--- src/rtl/adc_bank_pkg.sv ---
`timescale 1ns/1ps
package adc_bank_pkg;

   typedef enum logic {
      TMR_IDLE = 1'b0,
      TMR_RUN  = 1'b1
   } tmr_state_e;

   function automatic bit is_pow2(input int v);
      return (v > 0) && ((v & (v - 1)) == 0);
   endfunction

endpackage

--- src/rtl/adc_conv_timer.sv ---
`timescale 1ns/1ps
module adc_conv_timer
   import adc_bank_pkg::*;
#(
   parameter int CONV_CYCLES = 84,
   localparam int CNT_W = $clog2(CONV_CYCLES)
) (
   input  logic clk,
   input  logic rst_n,
   input  logic start_i,
   output logic busy_o,
   output logic done_o
);

   tmr_state_e       state_q;
   logic [CNT_W-1:0] cnt_q;

   always_ff @(posedge clk or negedge rst_n) begin
      if (!rst_n) begin
         state_q <= TMR_IDLE;
         cnt_q   <= '0;
         done_o  <= 1'b0;
      end else begin
         done_o <= 1'b0;
         case (state_q)
            TMR_IDLE: begin
               if (start_i) begin
                  state_q <= TMR_RUN;
                  cnt_q   <= CNT_W'(CONV_CYCLES - 1);
               end
            end
            default: begin
               if (cnt_q == '0) begin
                  state_q <= TMR_IDLE;
                  done_o  <= 1'b1;
               end else begin
                  cnt_q <= cnt_q - CNT_W'(1);
               end
            end
         endcase
      end
   end

   assign busy_o = (state_q == TMR_RUN);

endmodule

--- src/rtl/adc_slot_select.sv ---
`timescale 1ns/1ps
module adc_slot_select #(
   parameter int NUM_SLOTS = 4,
   localparam int SLOT_W = $clog2(NUM_SLOTS)
) (
   input  logic              clk,
   input  logic              rst_n,
   input  logic              store_i,
   input  logic              fixed_i,
   input  logic              seq_start_i,
   input  logic [SLOT_W-1:0] chan_lo_i,
   output logic [SLOT_W-1:0] slot_o
);

   logic              mode_q;
   logic [SLOT_W-1:0] ptr_q;
   logic              restart;
   logic [SLOT_W-1:0] base;

   assign restart = seq_start_i || (fixed_i != mode_q);
   assign base    = restart ? '0 : ptr_q;
   assign slot_o  = fixed_i ? base : chan_lo_i;

   always_ff @(posedge clk or negedge rst_n) begin
      if (!rst_n) begin
         mode_q <= 1'b0;
         ptr_q  <= '0;
      end else begin
         mode_q <= fixed_i;
         if (store_i && fixed_i) begin
            ptr_q <= base + SLOT_W'(1);
         end else if (restart) begin
            ptr_q <= '0;
         end
      end
   end

endmodule

--- src/rtl/adc_result_store.sv ---
`timescale 1ns/1ps
module adc_result_store #(
   parameter int RES_W     = 10,
   parameter int NUM_SLOTS = 4,
   parameter int BYTE_W    = 8,
   localparam int SLOT_W = $clog2(NUM_SLOTS),
   localparam int ADDR_W = SLOT_W + 1,
   localparam int LOW_W  = RES_W - BYTE_W,
   localparam int PAD_W  = BYTE_W - 1 - LOW_W
) (
   input  logic                 clk,
   input  logic                 rst_n,
   input  logic                 store_i,
   input  logic [SLOT_W-1:0]    slot_i,
   input  logic [RES_W-1:0]     data_i,
   input  logic                 rd_en_i,
   input  logic [ADDR_W-1:0]    rd_addr_i,
   output logic [BYTE_W-1:0]    rd_data_o,
   output logic [NUM_SLOTS-1:0] flags_o
);

   logic [RES_W-1:0]  res_arr [NUM_SLOTS];
   logic [SLOT_W-1:0] rd_slot;

   assign rd_slot = rd_addr_i[ADDR_W-1:1];

   for (genvar g = 0; g < NUM_SLOTS; g++) begin : g_slot
      logic             wr_hit;
      logic             rd_hit;
      logic [RES_W-1:0] data_q;
      logic             flg_q;

      assign wr_hit = store_i && (slot_i == SLOT_W'(g));
      assign rd_hit = rd_en_i && (rd_slot == SLOT_W'(g));

      always_ff @(posedge clk or negedge rst_n) begin
         if (!rst_n) begin
            data_q <= '0;
            flg_q  <= 1'b0;
         end else if (wr_hit) begin
            data_q <= data_i;
            flg_q  <= 1'b1;
         end else if (rd_hit) begin
            flg_q  <= 1'b0;
         end
      end

      assign res_arr[g]  = data_q;
      assign flags_o[g]  = flg_q;
   end

   logic [RES_W-1:0]  sel_res;
   logic [BYTE_W-1:0] upper_b;
   logic [BYTE_W-1:0] lower_b;

   assign sel_res = res_arr[rd_slot];
   assign upper_b = sel_res[RES_W-1 -: BYTE_W];

   if (PAD_W > 0) begin : g_lower_pad
      assign lower_b = {sel_res[LOW_W-1:0], {PAD_W{1'b0}}, flags_o[rd_slot]};
   end else begin : g_lower_full
      assign lower_b = {sel_res[LOW_W-1:0], flags_o[rd_slot]};
   end

   assign rd_data_o = rd_addr_i[0] ? upper_b : lower_b;

endmodule

--- src/rtl/adc_result_bank.sv ---
`timescale 1ns/1ps
module adc_result_bank
   import adc_bank_pkg::*;
#(
   parameter int RES_W       = 10,
   parameter int CHAN_W      = 3,
   parameter int NUM_SLOTS   = 4,
   parameter int BYTE_W      = 8,
   parameter int CONV_CYCLES = 84,
   localparam int SLOT_W = $clog2(NUM_SLOTS),
   localparam int ADDR_W = SLOT_W + 1
) (
   input  logic              clk,
   input  logic              rst_n,
   input  logic              conv_start,
   input  logic              seq_start,
   input  logic              fixed_repeat,
   input  logic              res_valid,
   input  logic [CHAN_W-1:0] res_chan,
   input  logic [RES_W-1:0]  res_data,
   input  logic              rd_en,
   input  logic [ADDR_W-1:0] rd_addr,
   output logic [BYTE_W-1:0] rd_data,
   output logic              eoc_flag,
   output logic              timer_busy,
   output logic              timer_done
);

   if (!is_pow2(NUM_SLOTS) || NUM_SLOTS < 2) begin : g_bad_slots
      $error("NUM_SLOTS must be a power of two, at least 2");
   end
   if (CHAN_W <= SLOT_W) begin : g_bad_chan
      $error("CHAN_W must exceed the slot index width");
   end
   if (RES_W <= BYTE_W || RES_W > 2 * BYTE_W - 1) begin : g_bad_res
      $error("RES_W must fit an upper byte plus a lower byte with a flag bit");
   end
   if (CONV_CYCLES < 2) begin : g_bad_conv
      $error("CONV_CYCLES must be at least 2");
   end

   logic [SLOT_W-1:0]    wr_slot;
   logic [NUM_SLOTS-1:0] slot_flags;
   logic                 unused_chan_hi;

   assign unused_chan_hi = ^res_chan[CHAN_W-1:SLOT_W];

   adc_conv_timer #(.CONV_CYCLES(CONV_CYCLES)) timer_i (
      .clk     (clk),
      .rst_n   (rst_n),
      .start_i (conv_start),
      .busy_o  (timer_busy),
      .done_o  (timer_done)
   );

   adc_slot_select #(.NUM_SLOTS(NUM_SLOTS)) sel_i (
      .clk         (clk),
      .rst_n       (rst_n),
      .store_i     (res_valid),
      .fixed_i     (fixed_repeat),
      .seq_start_i (seq_start),
      .chan_lo_i   (res_chan[SLOT_W-1:0]),
      .slot_o      (wr_slot)
   );

   adc_result_store #(
      .RES_W     (RES_W),
      .NUM_SLOTS (NUM_SLOTS),
      .BYTE_W    (BYTE_W)
   ) store_i (
      .clk       (clk),
      .rst_n     (rst_n),
      .store_i   (res_valid),
      .slot_i    (wr_slot),
      .data_i    (res_data),
      .rd_en_i   (rd_en),
      .rd_addr_i (rd_addr),
      .rd_data_o (rd_data),
      .flags_o   (slot_flags)
   );

   always_ff @(posedge clk or negedge rst_n) begin
      if (!rst_n) begin
         eoc_flag <= 1'b0;
      end else if (res_valid) begin
         eoc_flag <= 1'b1;
      end else if (rd_en) begin
         eoc_flag <= 1'b0;
      end
   end

endmodule

--- config.mk ---
export PLATFORM = sky130hd
export DESIGN_NAME = adc_result_bank
export DESIGN_NICKNAME = d
export VERILOG_FILES = /design/src/rtl/adc_bank_pkg.sv /design/src/rtl/adc_conv_timer.sv /design/src/rtl/adc_slot_select.sv /design/src/rtl/adc_result_store.sv /design/src/rtl/adc_result_bank.sv
export SDC_FILE = /design/constraint.sdc
export NUM_CORES = 1
export LEC_CHECK = 0
export ABC_AREA = 1
export BUFFER_PORTS_ARGS = -buffer_cell sky130_fd_sc_hd__buf_4
export CAP_MARGIN = 15
export CORE_UTILIZATION = 62
export DETAILED_ROUTE_END_ITERATION = 8
export PLACE_DENSITY_LB_ADDON = 0.25
export SLEW_MARGIN = 5
export SYNTH_ARGS = -nofsm -noshare
export SYNTH_HDL_FRONTEND = slang
export SYNTH_SLANG_ARGS = --single-unit
export TNS_END_PERCENT = 100
--- constraint.sdc ---
create_clock -name clk -period 2.9 [get_ports clk]
set_input_delay 0.435 -clock clk [delete_from_list [all_inputs] [get_ports clk]]
set_output_delay 0.435 -clock clk [all_outputs]
set_load 0.05 [all_outputs]
==> summary.txt, run 1 <==
Status
  • Status: complete, no violations

Synth
  • Yosys reg bits: 57
  • Syn_area_per_cell: about 7.8 sq um
  • Synthesized cell area: 2890 sq um
  • Ys Warns: 0
  • Seq/Total Area, Yosys: roughly 50%
  • Dominant cell type by area after synthesis: dfrtp_1
  • Synth top area share: 49.35%
  • Netlist cell types: 21
  • Syn Nets: 396
  • Synth area leaders: dfrtp_1 (49%), nand2_1 (24%), nand4_1 (7.8%), nand3_1 (3.5%), inv_1 (2.2%)
  • Post-synthesis cell count: approximately 370

Route
  • Drt first pass iters: 5
  • Antenna viol nets, final: 0
  • DRC: 0
  • Vias per Instance: 5.634
  • DR WL/cell: 14.64 um
  • Iter 0 DRT Violations: 236
  • Final WL: 6647 um
  • Total number of vias: 2,558

Final layout
  • # fillers: 364
  • Fin area: between 3000 and 4000 sq um
  • Most frequent cells in the layout: nand2_1 (183), dfrtp_1 (57), nand4_1 (36)
  • Layout cells sized above 1: 15.67%
  • Area grow syn2layout: 11.95%
  • Seq. cell area: 1426 sq um
  • Commonest non-fill, non-tap cell in the layout: nand2_1
  • Diode count: 0
  • Area occupied by multi-input gates: 1246 sq um
  • Layout Nets: 423

Global routing
  • Remaining Overflow, GRT: 0
  • Pin count of the biggest net entering global routing: 58
  • Vias in the first global route: between 2,000 and 2,500
  • Total GRT Usage: 29.71%
  • Antenna violations before repair: 0
  • First-pass GRT wire length: around 11,000 um

Pwr
  • Switching Fraction: about a third
  • Tot Pwr: 2.366 mW
  • Worst vdd ir: 0.0007163 V
  • Pwr per Cell Area: 731.3 nW/um^2
  • Leakage: roughly 1.7 nW
  • Int Pwr: 1.537 mW
  • Sw Pwr: 0.8292 mW
  • Combinational power share: ~28%
  • Clock share of power: around a quarter
  • Sequential share of power: 46.4%

STA
  • Part of the cycle the worst path needs: 67.31%
  • Worst hold margin: 0.1521 ns
  • Worst Tran Pin Value: 0.7155 ns
  • Final Max Slew Viols: 0
  • Min Tclk post-route: 1.952 ns
  • Layout Skew: 0.004867 ns
  • Slew HR: 52.30%
  • Setup TNS: 0 ns
  • Final Setup Violations: 0
  • RSZ-0062 raised after global routing: no
  • Highest clock rate: 512.3 MHz
  • Final hold violations: 0

Clock network
  • Worst-Skew Late Latency: 0.33 ns
  • Post-CTS sizing: 0
  • CTS Buf Count: 9
  • Setup repair bufs after CTS: 0
  • Clock Path Buffers: 2
  • CTS root buffer: clkbuf_8
  • Clk slew on worst S/H paths: 0.06 ns
  • Clk sinks: 57
  • TritonCTS clock tree: yes
  • Maximum level of the CTS H-tree: 3
  • CTS Hold Buffers Added: 0

Worst setup path
  • Crit start category: primary input
  • Worst EP arrival: around 1.5 ns
  • Req. time, crit path: 2.47 ns
  • CP max FO: 11
  • Setup CP Type: in2out
  • CP endpoint kind: primary output

Floorplanning
  • Chip width: between 70 and 80 um
  • Initial Util: between 60% and 70%
  • Std-Cell Rows: 24
  • Die H: 70.28 um
  • Full die area: 4939 sq um
  • I/O pin count: 34
  • CORE AREA: 4414 sq um

Flow run
  • Max-cap viol count: 0

Placement
  • GPL Wtd Cong: 0.7831
  • Dpl hpwl: 4129 um
  • Buffers on Ports: 32
  • Area after DPL: 3079 sq um

Hold path
  • Hold crit path type: in2async
[synth_stat cells]
cell      instances
nor2_4            1
o21ai_0           3
inv_2             4
nor2_1            9
nand2_1         183
o21ai_2           3
nand4_1          36
buf_6             5
clkbuf_1          1
xor2_1            2
nor2_2            3
and2_1            5
dfrtp_1          57
nand3_2           3
buf_4             6
ha_1              2
nand2_2           4
nand3_1          20
buf_2             6
buf_1             1
inv_1            17
[worst max-delay path, cell delays in order]
cell	delay [ns]
buf_4	0.10
nand2_1	0.07
inv_1	0.32
nand2_1	0.12
nand4_1	0.11
and2_1	0.15
buf_4	0.20
[power groups by stage]
stage	combinational (mW)	sequential, mW	clock, mW
2_1_floorplan	0.492	1.09	0
6_report	0.650	1.10	0.619
3_5_place_dp	0.653	1.10	0
5_1_grt	0.740	1.12	0.669
3_3_place_gp	0.618	1.10	0
4_1_cts	0.655	1.09	0.631
[metrics by stage]
| stage | cells | worst slack (ns) | util, % |
|---|---|---|---|
| 2_1_floorplan | 371 | 1.143 | - |
| 5_1_grt | 454 | 0.9313 | 73.30 |
| 3_5_place_dp | 439 | 0.9460 | 69.76 |
| 4_1_cts | 454 | 0.9610 | 73.30 |
| 3_3_place_gp | 439 | 0.9914 | 69.76 |
| 6_report | 454 | 0.9481 | 73.30 |
[path summary, 6_finish.rpt]
kind                                                              start                                      end  slack (ns)  depth (start not counted)
worst max-delay path                                         rd_addr[2]                               rd_data[3]        0.95                          7
worst min-delay path                                              rst_n  store_i.g_slot[2].data_q[0]$_DFFE_PN0P_        0.15                          1
worst max register to register                   sel_i.mode_q$_DFF_PN0_  store_i.g_slot[2].data_q[5]$_DFFE_PN0P_        1.11                          6
worst min register to register  store_i.g_slot[0].data_q[4]$_DFFE_PN0P_  store_i.g_slot[0].data_q[4]$_DFFE_PN0P_        0.47                          2
max in group asynchronous                                         rst_n  store_i.g_slot[0].data_q[4]$_DFFE_PN0P_        2.27                          1
min in group clk                                           fixed_repeat                   sel_i.mode_q$_DFF_PN0_        0.25                          1
[cell type report]
class / instances / area share [%]
flip-flops and latches: 57 / 44.08
multi-input cells: 274 / 38.52
repair buffers: 35 / 8.121
clock buffers: 15 / 4.834
inverters: 21 / 2.436
well taps: 52 / 2.011
[logic make-up after synthesis]
logic type / share of synthesized area, %
buffers and inverters: 7.532
DFF: 49.35
adders and majority gates: 0.8657
and+or+nand+nor: 40.22
xor gates and xnor gates: 0.6062
AOI/OAI and AO/OA: 1.429
[routing by layer]
metal  vias to the layer above  global-route usage [%]  part of all wire, %  routed length (um)
met5                         -                       0                    0                   0
met4                         0                   13.11                  2.1                 140
met3                        14                   6.926                  5.2                 347
met2                        81                   45.93                   50                3321
met1                      1221                   40.10                   43                2838
li1                       1242                       -                    -                   -
[flip-flops by register name (all words and copies together) (netlist names)]
register / count
eoc_flag: 1
sel_i.mode_q: 1
sel_i.ptr_q: 2
store_i.g_slot.data_q: 40
store_i.g_slot.flg_q: 4
timer_i.busy_o: 1
timer_i.cnt_q: 7
timer_i.done_o: 1
Power figures use the tool's default switching activity.
==> run 2: changes to the inputs <==
Settings changed: CORE_UTILIZATION 62 to 58.
Clock period 2.9 ns to 1.95 ns, I/O delays scaled along.
==> summary.txt, run 2 (synthesis results as in run 1) <==
Status
  • Status: complete, no violations

Placement
  • GPL Wtd Cong: 0.7973 (+1.8%)
  • Dpl hpwl: 4198 um (+1.7%)
  • Buffers on Ports: 32 (unchanged)

Final layout
  • Diode count: 0 (unchanged)
  • Biggest regs: store_i.g_slot.data_q (40), timer_i.cnt_q (7), store_i.g_slot.flg_q (4)
  • Largest register by flop count: store_i.g_slot.data_q
  • Area grow syn2layout: 14.11%
  • Commonest non-fill, non-tap cell in the layout: nand2_1
  • Layout cells sized above 1: 17.00% (+1.3 points)
  • Layout Nets: 428 (+1.2%)
  • Number of flip-flops in the largest register: 40 (unchanged)
  • Most frequent cells in the layout: nand2_1 (183), dfrtp_1 (57), buf_4 (40)

Global routing
  • Remaining Overflow, GRT: 0 (unchanged)
  • First-pass GRT wire length: 10,780 um (-2.8%)
  • Pin count of the biggest net entering global routing: 58 (unchanged)
  • Antenna violations before repair: 0 (unchanged)
  • Vias in the first global route: 2,361 (-0.13%)
  • Total GRT Usage: 27.75% (-2.0 points)

Clock network
  • Clk slew on worst S/H paths: 0.06 ns (about the same)
  • Maximum level of the CTS H-tree: 3 (unchanged)
  • TritonCTS clock tree: yes
  • Clk sinks: 57 (unchanged)
  • Post-CTS sizing: 0 (unchanged)
  • Setup repair bufs after CTS: 0 (unchanged)
  • CTS root buffer: clkbuf_8
  • CTS Buf Count: 9 (unchanged)
  • Worst-Skew Late Latency: 0.33 ns (about the same)
  • CTS Hold Buffers Added: 0 (unchanged)
  • Clock Path Buffers: 2 (unchanged)

Route
  • Antenna viol nets, final: 0 (unchanged)
  • Vias per Instance: 5.427 (-3.7%)
  • DR WL/cell: 13.79 um (-5.8%)
  • Iter 0 DRT Violations: 269 (+14%)
  • Final WL: 6524 um (-1.9%)
  • DRC: 0 (unchanged)
  • Total number of vias: 2,567 (+0.35%)
  • Drt first pass iters: 4 (-1)

STA
  • Layout Skew: 0.004690 ns (-0.0001766 ns)
  • Final hold violations: 0 (unchanged)
  • Setup TNS: 0 ns (unchanged)
  • Final Setup Violations: 0 (unchanged)
  • Worst Tran Pin Value: 0.7072 ns (-0.008397 ns)
  • Slew HR: 52.86% (+0.56 points)
  • Highest clock rate: ~620 MHz
  • Final Max Slew Viols: 0 (unchanged)
  • Min Tclk post-route: around 1.6 ns
  • RSZ-0062 raised after global routing: no
  • Part of the cycle the worst path needs: 83.36%

Hold path
  • Hold crit path type: in2async

Worst setup path
  • CP endpoint kind: primary output
  • R2R cell count: 6 (unchanged)
  • CP top delay family: buffers and inverters
  • Cell Chain, Critical Path: buf_4 -> nand2_1 -> inv_1 -> nand2_1 -> nand4_1 -> and2_1 -> buf_4
  • Worst EP arrival: 1.33 ns (-0.19 ns)
  • Reg-to-reg endpoint: store_i.g_slot[2].data_q[4]$_DFFE_PN0P_
  • Crit start category: primary input
  • Worst path slowest cell: inv_1
  • RR Startpoint: sel_i.mode_q$_DFF_PN0_
  • Worst Path Buf+Inv: 3 (unchanged)
  • FF-to-FF setup slack: 0.42 ns (-0.69 ns)
  • CP max FO: 11 (unchanged)
  • Setup CP Type: in2out
  • Req. time, crit path: 1.66 ns (-0.81 ns)
  • Critical path depth in cells: 7 (unchanged)
  • Slowest stage delay, CP: 0.33 ns (about the same)

Floorplanning
  • I/O pin count: 34 (unchanged)
  • Initial Util: 60.79% (-4.7 points)
  • CORE AREA: 4755 sq um (+7.7%)
  • Chip width: 72.59 um (+3.3%)
  • Die H: 72.59 um (+3.3%)
  • Std-Cell Rows: 25 (+4.2%)
  • Full die area: 5269 sq um (+6.7%)

Pwr
  • Tot Pwr: 3.548 mW (+50%)
  • Pwr per Cell Area: 1076 nW/um^2 (+47%)
  • Leakage: 1.770 nW (+1.7%)
  • Worst vdd ir: 0.0007088 V (-1.0%)

Flow run
  • Max-cap viol count: 0 (unchanged)
==> run 2: changes by cell type in the layout (fill, tap and decap cells not counted) <==
cell and delta:
buf_4 +5, clkbuf_1 -2, clkbuf_8 +1
==> run 2: worst max path at each step <==
stage / slack, ns / startpoint / to
5_1_grt: 0.20 / rd_addr[1] / rd_data[4]
3_5_place_dp: 0.33 / rd_addr[2] / rd_data[4]
4_1_cts: 0.33 / rd_addr[2] / rd_data[4]
6_report: 0.32 / rd_addr[2] / rd_data[4]
3_3_place_gp: 0.34 / rd_addr[2] / rd_data[4]
2_1_floorplan: 0.45 / timer_i.busy_o$_DFF_PN0_ / timer_i.cnt_q[0]$_DFFE_PN0P_
==> run 2: report_power, final <==
group          internal, mW  switching [mW]
registers              1.45           0.177
clock network         0.518           0.431
logic                 0.355           0.616
==> run 2: per-stage QoR <==
| stage | hold WS [ns] | cell area [sq um] | setup slack, ns | utilization, % | std cells |
|---|---|---|---|---|---|
| 2_1_floorplan | -0.003091 | 2890 | 0.4496 | - | 371 |
| 3_3_place_gp | 0.3886 | 3136 | 0.3445 | 65.95 | 459 |
| 3_5_place_dp | 0.3887 | 3136 | 0.3325 | 65.95 | 459 |
| 4_1_cts | 0.03790 | 3298 | 0.3308 | 69.37 | 473 |
| 5_1_grt | 0.06903 | 3298 | 0.2015 | 69.37 | 473 |
| 6_report | 0.008646 | 3298 | 0.3246 | 69.37 | 473 |
==> run 2: layout make-up <==
| type | instances | area (sq um) |
|---|---|---|
| tap | 67 | 83.83 |
| inverter | 21 | 78.83 |
| clock buffer | 14 | 162.7 |
| fill | 424 | 1456 |
| timing repair buffer | 40 | 300.3 |
| multi-input combinational | 274 | 1246 |
| sequential | 57 | 1426 |
==> run 2: per-layer routing <==
layer / routed length, um / GRT usage, % / part of all wire, % / vias to the layer above
met5: 0 / 0 / 0 / -
met4: 106 / 8.497 / 1.6 / 0
met3: 398 / 8.149 / 6.1 / 10
met2: 3123 / 46.31 / 48 / 85
met1: 2896 / 35.06 / 44 / 1224
li1: - / - / - / 1248
==> run 3: changes to the inputs <==
Settings changed: CORE_UTILIZATION 58 to 52.
Clock period 1.95 ns to 1.4 ns, I/O delays scaled along.
==> summary.txt, run 3 (synthesis results as in run 1) <==
Status
  • Status: complete, no violations

STA
  • Slew HR: 72.89% (+20 points)
  • Final Setup Violations: 0 (unchanged)
  • Part of the cycle the worst path needs: 98.83%
  • Layout Skew: 0.004692 ns (+0.000001530 ns)
  • RSZ-0062 raised after global routing: yes
  • Final Max Slew Viols: 0 (unchanged)
  • Min Tclk post-route: 1.384 ns
  • Worst Tran Pin Value: 0.4067 ns (-0.3005 ns)
  • Final worst slack: 0.01642 ns (-0.3081 ns)
  • Final hold violations: 0 (unchanged)
  • Highest clock rate: 722.8 MHz

Pwr
  • Pwr per Cell Area: 1427 nW/um^2 (+33%)
  • Sw Pwr: 1.824 mW (+49%)
  • Sequential share of power: 44.4% (-1.5 points)
  • Clock share of power: 24.1% (-2.7 points)
  • Combinational power share: 31.5% (+4.1 points)
  • Leakage: 1.942 nW (+9.7%)
  • Int Pwr: 3.331 mW (+43%)
  • Tot Pwr: 5.155 mW (+45%)
  • Worst vdd ir: 0.001110 V (+57%)
  • Switching Fraction: 35.38% (+0.86 points)

Final layout
  • Layout Nets: 461 (+7.7%)
  • # fillers: 440 (+3.8%)
  • Most frequent cells in the layout: nand2_1 (182), buf_4 (63), dfrtp_1 (56)
  • Largest register by flop count: store_i.g_slot.data_q
  • Area grow syn2layout: 25.02%
  • Diode count: 0 (unchanged)
  • Number of flip-flops in the largest register: 40 (unchanged)
  • Final Non-Filler Cells: 511 (+8.0%)
  • Biggest regs: store_i.g_slot.data_q (40), timer_i.cnt_q (7), store_i.g_slot.flg_q (4)
  • Commonest non-fill, non-tap cell in the layout: nand2_1
  • Fin area: 3613 sq um (+9.6%)
  • Layout cells sized above 1: 24.49% (+7.5 points)

Global routing
  • Pin count of the biggest net entering global routing: 32 (-45%)
  • Antenna violations before repair: 0 (unchanged)
  • Total GRT Usage: 26.74% (-1.0 points)
  • Grt met1 use: 34.25% (-0.81 points)
  • Met2 usage: 44.14% (-2.2 points)
  • GRT Max-Usage Layer: met2
  • Vias in the first global route: 2,641 (+12%)
  • First-pass GRT wire length: 12,100 um (+12%)
  • Remaining Overflow, GRT: 0 (unchanged)
  • Met3 usage: 4.910% (-3.2 points)

Worst setup path
  • Setup CP Type: reg2out
  • CP endpoint kind: primary output
  • CP max FO: 2 (-9)
  • Crit start category: flip-flop
  • Req. time, crit path: 1.19 ns (-0.47 ns)
  • Worst EP arrival: 1.17 ns (-0.16 ns)

Placement
  • Buffers on Ports: 32 (unchanged)
  • Area after DPL: 3313 sq um (+5.7%)
  • Pre-CTS setup slack: 0.008751 ns (-0.3237 ns)
  • Dpl hpwl: 4969 um (+18%)
  • GPL Wtd Cong: 0.8382 (+5.1%)
  • Dpl cells: 485 (+5.7%)

Clock network
  • Clk slew on worst S/H paths: 0.06 ns (about the same)
  • Clock Path Buffers: 2 (unchanged)
  • CTS root buffer: clkbuf_8
  • Worst-Skew Late Latency: 0.33 ns (about the same)
  • Clk sinks: 57 (unchanged)
  • Maximum level of the CTS H-tree: 3 (unchanged)
  • CTS Buf Count: 9 (unchanged)
  • TritonCTS clock tree: yes

Route
  • Total number of vias: 2,743 (+6.9%)
  • Antenna viol nets, final: 0 (unchanged)
  • Final WL: 7300 um (+12%)
  • DRC: 0 (unchanged)
  • Drt first pass iters: 5 (+1)
  • Iter 0 DRT Violations: 269 (unchanged)
  • Vias per Instance: 5.368 (-1.1%)
  • DR WL/cell: 14.29 um (+3.6%)

Hold path
  • Hold crit path type: in2reg

Floorplanning
  • Std-Cell Rows: 26 (+4.0%)
  • I/O pin count: 34 (unchanged)
  • Chip width: 76.56 um (+5.5%)
  • CORE AREA: 5238 sq um (+10%)
  • Full die area: 5861 sq um (+11%)
  • Die H: 76.56 um (+5.5%)
  • Initial Util: 55.18% (-5.6 points)

Flow run
  • Max-cap viol count: 0 (unchanged)
run 3: worst paths after layout:
check	endpoint	slack, ns	cells after the start	from
max	rd_data[2]	0.02	4	store_i.g_slot[0].data_q[4]$_DFFE_PN0P_
min	sel_i.mode_q$_DFF_PN0_	0.03	1	fixed_repeat
max reg2reg	timer_i.cnt_q[6]$_DFFE_PN0P_	0.08	7	timer_i.cnt_q[4]$_DFFE_PN0P_
min reg2reg	eoc_flag$_DFFE_PN0P_	0.47	2	eoc_flag$_DFFE_PN0P_
max in group asynchronous	store_i.g_slot[2].flg_q$_DFFE_PN0P_	0.54	3	rst_n
min in group asynchronous	store_i.g_slot[2].data_q[2]$_DFFE_PN0P_	0.36	2	rst_n
run 3: timing repair:
action                                 CTS  global route
endpoints found under the hold margin   28             0
pin swaps                               11            15
resized for setup                        7             8
hold buffers                             1             0
buffers inserted                         0             9
setup endpoints to repair                6            33
run 3: area by class of cell:
type	count	area (sq um)	share of cell area (%)
Sequential cell	57	1428	39.51
Timing Repair Buffer	73	593.1	16.41
Inverter	21	78.83	2.181
Multi-Input combinational cell	274	1271	35.18
Tap cell	70	87.58	2.424
Clock buffer	12	135.1	3.740
Clock inverter	4	20.02	0.5540
run 3: power groups by stage:
stage,Sequential (mW),Clock (mW),Combinational [mW]
after CTS,2.26,1.28,1.54
after floorplan,2.26,0,1.02
after global placement,2.28,0,1.44
final,2.29,1.24,1.63
after detailed placement,2.29,0,1.50
after global routing,2.33,1.35,1.81
run 3: per-layer routing:
layer	vias up	routed length (um)	share of wire (%)
met4	0	137	1.9
met2	104	3481	48
met3	16	425	5.8
met1	1302	3256	45
li1	1321	-	-
met5	-	0	0
run 3: critical path, cell delays in order, from the launching register on:
cell and delay, ns:
dfrtp_1 0.39, nand2_1 0.07, nand4_1 0.08, and2_1 0.15, buf_6 0.15
run 3: through the flow:
stage / utilization [%] / hold WS (ns) / TNS (ns)
floorplan: - / -0.08559 / 0
global placement: 63.26 / 0.1685 / 0
detailed placement: 63.26 / 0.1643 / 0
CTS: 66.89 / 0.02097 / -0.008969
global route: 68.99 / 0.02495 / -0.2534
finish: 68.99 / 0.03151 / 0
